[src/rtl/lcd_irq_pkg.sv]
package lcd_irq_pkg;

    localparam int SRC_N = 4;

    typedef enum logic [1:0] {
        SRC_UNDERRUN = 2'd0,
        SRC_BASE_UPD = 2'd1,
        SRC_VCMP     = 2'd2,
        SRC_BUS_ERR  = 2'd3
    } irq_src_e;

    typedef logic [SRC_N-1:0] src_vec_t;

    typedef enum logic [1:0] {
        RSEL_NONE   = 2'd0,
        RSEL_MASK   = 2'd1,
        RSEL_STATUS = 2'd2
    } rd_sel_e;

    typedef struct packed {
        logic     mask_we;
        logic     clr_we;
        src_vec_t bits;
    } reg_cmd_t;

    localparam int OFF_MASK   = 'h08;
    localparam int OFF_CLEAR  = 'h0C;
    localparam int OFF_STATUS = 'h10;

    function automatic src_vec_t pend_next(src_vec_t cur, src_vec_t clr, src_vec_t evt);
        return (cur & ~clr) | evt;
    endfunction

endpackage

[src/rtl/lcd_irq_decode.sv]
module lcd_irq_decode
    import lcd_irq_pkg::*;
#(
    parameter int ADDR_W = 8,
    parameter int DATA_W = 32
) (
    input  logic              reg_wr,
    input  logic [ADDR_W-1:0] reg_addr,
    input  logic [DATA_W-1:0] reg_wdata,
    input  src_vec_t          mask_q,
    input  src_vec_t          pend_q,
    output reg_cmd_t          cmd,
    output logic [DATA_W-1:0] reg_rdata
);
    localparam logic [ADDR_W-1:0] A_MASK   = ADDR_W'(OFF_MASK);
    localparam logic [ADDR_W-1:0] A_CLEAR  = ADDR_W'(OFF_CLEAR);
    localparam logic [ADDR_W-1:0] A_STATUS = ADDR_W'(OFF_STATUS);

    rd_sel_e rsel;
    logic    unused_hi;

    assign unused_hi = ^reg_wdata[DATA_W-1:SRC_N];

    always_comb begin
        cmd.mask_we = reg_wr && (reg_addr == A_MASK);
        cmd.clr_we  = reg_wr && (reg_addr == A_CLEAR);
        cmd.bits    = reg_wdata[SRC_N-1:0];
    end

    always_comb begin
        if (reg_addr == A_MASK)        rsel = RSEL_MASK;
        else if (reg_addr == A_STATUS) rsel = RSEL_STATUS;
        else                           rsel = RSEL_NONE;
    end

    always_comb begin
        reg_rdata = '0;
        case (rsel)
            RSEL_MASK:   reg_rdata[SRC_N-1:0] = mask_q;
            RSEL_STATUS: reg_rdata[SRC_N-1:0] = pend_q;
            default:     reg_rdata = '0;
        endcase
    end
endmodule

[src/rtl/lcd_irq_pending.sv]
module lcd_irq_pending
    import lcd_irq_pkg::*;
(
    input  logic     clk,
    input  logic     rst,
    input  src_vec_t evt_i,
    input  reg_cmd_t cmd,
    output src_vec_t pend_q
);
    src_vec_t clr_mask;

    assign clr_mask = cmd.clr_we ? cmd.bits : '0;

    for (genvar k = 0; k < SRC_N; k++) begin : g_bit
        always_ff @(posedge clk) begin
            if (rst) begin
                pend_q[k] <= 1'b0;
            end else begin
                pend_q[k] <= (pend_q[k] & ~clr_mask[k]) | evt_i[k];
            end
        end
    end
endmodule

[src/rtl/lcd_irq_mask.sv]
module lcd_irq_mask
    import lcd_irq_pkg::*;
(
    input  logic     clk,
    input  logic     rst,
    input  reg_cmd_t cmd,
    input  src_vec_t pend_q,
    output src_vec_t mask_q,
    output src_vec_t irq_line,
    output logic     irq_any
);
    always_ff @(posedge clk) begin
        if (rst)              mask_q <= '0;
        else if (cmd.mask_we) mask_q <= cmd.bits;
    end

    for (genvar k = 0; k < SRC_N; k++) begin : g_line
        assign irq_line[k] = pend_q[k] & mask_q[k];
    end

    assign irq_any = |irq_line;
endmodule

[src/rtl/lcd_irq_unit.sv]
module lcd_irq_unit
    import lcd_irq_pkg::*;
#(
    parameter int ADDR_W = 8,
    parameter int DATA_W = 32
) (
    input  logic              clk,
    input  logic              rst,
    input  logic [3:0]        evt_i,
    input  logic              reg_wr,
    input  logic [ADDR_W-1:0] reg_addr,
    input  logic [DATA_W-1:0] reg_wdata,
    output logic [DATA_W-1:0] reg_rdata,
    output logic [3:0]        irq_line,
    output logic              irq_any
);
    reg_cmd_t cmd;
    src_vec_t stat_q;
    src_vec_t en_q;

    lcd_irq_decode #(.ADDR_W(ADDR_W), .DATA_W(DATA_W)) u_decode (
        .reg_wr    (reg_wr),
        .reg_addr  (reg_addr),
        .reg_wdata (reg_wdata),
        .mask_q    (en_q),
        .pend_q    (stat_q),
        .cmd       (cmd),
        .reg_rdata (reg_rdata)
    );

    lcd_irq_pending u_pending (
        .clk    (clk),
        .rst    (rst),
        .evt_i  (evt_i),
        .cmd    (cmd),
        .pend_q (stat_q)
    );

    lcd_irq_mask u_mask (
        .clk      (clk),
        .rst      (rst),
        .cmd      (cmd),
        .pend_q   (stat_q),
        .mask_q   (en_q),
        .irq_line (irq_line),
        .irq_any  (irq_any)
    );
endmodule

[config.mk]
export PLATFORM = sky130hd
export DESIGN_NAME = lcd_irq_unit
export DESIGN_NICKNAME = d
export VERILOG_FILES = /design/src/rtl/lcd_irq_pkg.sv /design/src/rtl/lcd_irq_decode.sv /design/src/rtl/lcd_irq_pending.sv /design/src/rtl/lcd_irq_mask.sv /design/src/rtl/lcd_irq_unit.sv
export SDC_FILE = /design/constraint.sdc
export NUM_CORES = 1
export LEC_CHECK = 0
export BUFFER_PORTS_ARGS = -buffer_cell sky130_fd_sc_hd__buf_2
export CORE_ASPECT_RATIO = 0.75
export CORE_MARGIN = 2
export CORE_UTILIZATION = 33
export CTS_BUF_LIST = sky130_fd_sc_hd__clkbuf_4 sky130_fd_sc_hd__clkbuf_8
export CTS_CLUSTER_DIAMETER = 150
export DETAILED_ROUTE_END_ITERATION = 8
export GPL_TIMING_DRIVEN = 0
export PLACE_DENSITY_LB_ADDON = 0.3
export SLEW_MARGIN = 20
export SYNTH_ARGS = -nofsm -noshare
export SYNTH_HDL_FRONTEND = slang
export SYNTH_SLANG_ARGS = --single-unit
[constraint.sdc]
create_clock -name clk -period 1.6 [get_ports clk]
set_input_delay 0.32 -clock clk [delete_from_list [all_inputs] [get_ports clk]]
set_output_delay 0.32 -clock clk [all_outputs]
set_load 0.05 [all_outputs]
==> metrics.txt <==
cell area after synthesis=699 µm²; commonest non-fill, non-tap cell in the layout=buf_4; Placeable Area=roughly 0.0020 mm²; r2r worst-path depth=2; Final Hold Slack=0.322 ns; Syn. warnings=0; Chip Width=roughly 57 µm; area delta synth->final=48.8%; Cell Rows=14; First-pass DRT Iterations=4; cell count after synthesis=84; first-pass GRT wire length=approximately 2.2 mm; CP Capture Type=primary output; Mean Syn Cell Area=about 8.3 µm²; Startpoint Class=flop; Hold Crit Depth=3; clk_lat worst skew=between 0.2 and 0.3 ns; Worst EP arrival=1.42 ns; reg2reg setup slack=around 0.77 ns; crit-path max FO=2; status=complete, but fails checks; #FFs+latches synth=8; Worst EP required=approximately 1.3 ns; slowest stage cell, crit path=or4_4; initial antenna violation count=0; ANT cells=0; Yosys cell types=19; Avg WL per Cell=8.70 µm; clk sinks=8; RSZ-0062 raised after global routing=yes; CTS tree=yes; max cap viols=0; leakage=between 0.5 and 0.6 nW; Via Count=between 600 and 700; crit-path max cell delay=0.53 ns; synth top area cells=buf_4 30%, dfxtp_1 23%, nand2b_1 7.2%, mux2i_1 5.7%, a311oi_1 5.0%; Final Power=approximately 0.00064 W; GPL Wtd Cong=roughly 0.75; worst setup path end=irq_any; pwr dens=612 mW/mm²; worst hold path class=primary input to flop; Final Critical Period=around 1.7 ns; DP HPWL=~1.3 mm; Final Worst Setup Slack=-0.136 ns; all-layer global routing usage=a little under an eighth; Synth top area share=~30%; Tcrit/Tclk final=109%; Bufs and invs on worst path=1; htree depth=1; cell depth of the worst setup path=3; max frequency=576 MHz; vias in the first global route=561; number of routed nets with antenna violations=0; Final Hold Fails=0; post-detailed-route DRC marker count=0; via/cell ratio=between 3 and 4; worst flop-to-flop path startpoint=u_pending.pend_q[0]; clock skew=0 ns; area leader, netlist=buf_4; critical path's top delay family=simple AND/OR/NAND/NOR gates; Initial Util=35.0%; CP Launch Point=u_pending.pend_q[3]; layout cell share with drive strength beyond 1=50.3%; failing checks=negative setup slack; FILL cells=around 210; largest net degree at the start of global routing=11; Reg2Reg Capture Point=u_pending.pend_q[0]; DR iter-0 viols=10; critical path class=flop to primary output; most frequent cells in the layout=34 x buf_4, 28 x conb_1, 22 x buf_2; Nets=between 150 and 200; CTS Root Cell=clkbuf_4; Seq/Total Area, Yosys=~23%; Reg clk slew, reported paths=around 0.050 ns; cts bufs inserted=3; Post-Route WL=between 1 and 1.5 mm; Die Span Y=about 44 µm; CTS Hold Bufs=0; clock buffer depth=2; Fin Setup TNS=-0.136 ns; maximum VDD drop=just under 0.0005 V; Boundary Pins=84; final count of pins violating max slew=0; crit-path cells=and2_4 -> or4_4 -> buf_8; die area=0.00251 mm²; Setup violations, final=1; # port buffers=27; gr ovfl total=0
## how the worst min path moves through the flow
stage | slack [ns] | from | endpoint
global placement | 0.47 | u_mask.mask_q[0] | u_mask.mask_q[0]
CTS | 0.32 | reg_wdata[3] | u_mask.mask_q[3]
detailed placement | 0.48 | u_mask.mask_q[3] | u_mask.mask_q[3]
floorplan | 0.46 | u_mask.mask_q[0] | u_mask.mask_q[0]
global route | 0.33 | reg_wdata[3] | u_mask.mask_q[3]
finish | 0.32 | reg_wdata[3] | u_mask.mask_q[3]
## worst min-delay path: stages
cell,delay [ns]
buf_2,0.10
nand2b_1,0.06
mux2i_1,0.06
## logic make-up after synthesis
group / Yosys count / synth area share [%]
AND/OR/NAND/NOR: 33 / 29.3
multiplexers: 4 / 5.72
buffers and inverters: 30 / 32.2
AO/OA/AOI/OAI: 8 / 9.30
other: 1 / 0.536
flip-flops: 8 / 22.9
## timing repair
action                     CTS  global route
setup buffers                1             1
pin swaps                    1             0
cloned                       0             0
resized for setup           11             3
setup endpoints to repair    5             5
## power by group
part           switching, W  leakage (nW)  internal, W
registers        0.00000515        0.0666     0.000208
logic              0.000184         0.480    0.0000851
clock network     0.0000700        0.0138    0.0000859
total              0.000259         0.560     0.000379
## final cells by class
type | instances | area (µm²) | area share, %
multi-input combinational | 73 | 429 | 41.2
buffer | 30 | 225 | 21.6
sequential | 8 | 164 | 15.7
timing repair buffer | 29 | 170 | 16.3
tap | 24 | 30.0 | 2.88
clock buffer | 3 | 22.5 | 2.16
## stage by stage
stage | setup WS, ns | utilization, % | cells | instance area, µm²
final | -0.136 | 52.1 | 167 | 1040
after global routing | -0.166 | 52.1 | 167 | 1040
after CTS | -0.145 | 51.4 | 166 | 1030
after detailed placement | -0.0149 | 48.6 | 162 | 970
after global placement | -0.0180 | 48.6 | 162 | 970
after floorplan | -0.113 | - | 111 | 805
## metal layers
| layer | global-route usage [%] | up-vias | wire, µm |
|---|---|---|---|
| li1 | - | 345 | - |
| met1 | 12.2 | 287 | 535 |
| met5 | 0 | - | 0 |
| met2 | 21.4 | 32 | 767 |
| met4 | 4.19 | 0 | 0 |
| met3 | 5.07 | 0 | 151 |
## registers in the layout, summed over array words and instances, names as in the netlist
name / flops
u_mask.mask_q: 4
u_pending.pend_q: 4
## Yosys cell counts
| library cell | count |
|---|---|
| and2_1 | 4 |
| and3_1 | 1 |
| buf_6 | 1 |
| and2b_2 | 1 |
| and4_1 | 1 |
| nor4_4 | 1 |
| a311oi_1 | 4 |
| conb_1 | 1 |
| a22oi_1 | 4 |
| dfxtp_1 | 8 |
| nor2b_1 | 5 |
| clkbuf_1 | 1 |
| buf_4 | 28 |
| mux2i_1 | 4 |
| nand2b_1 | 8 |
| nand2_1 | 1 |
| nor2b_2 | 1 |
| nor2_1 | 9 |
| or4_1 | 1 |
(Power assumes the default switching activity.)
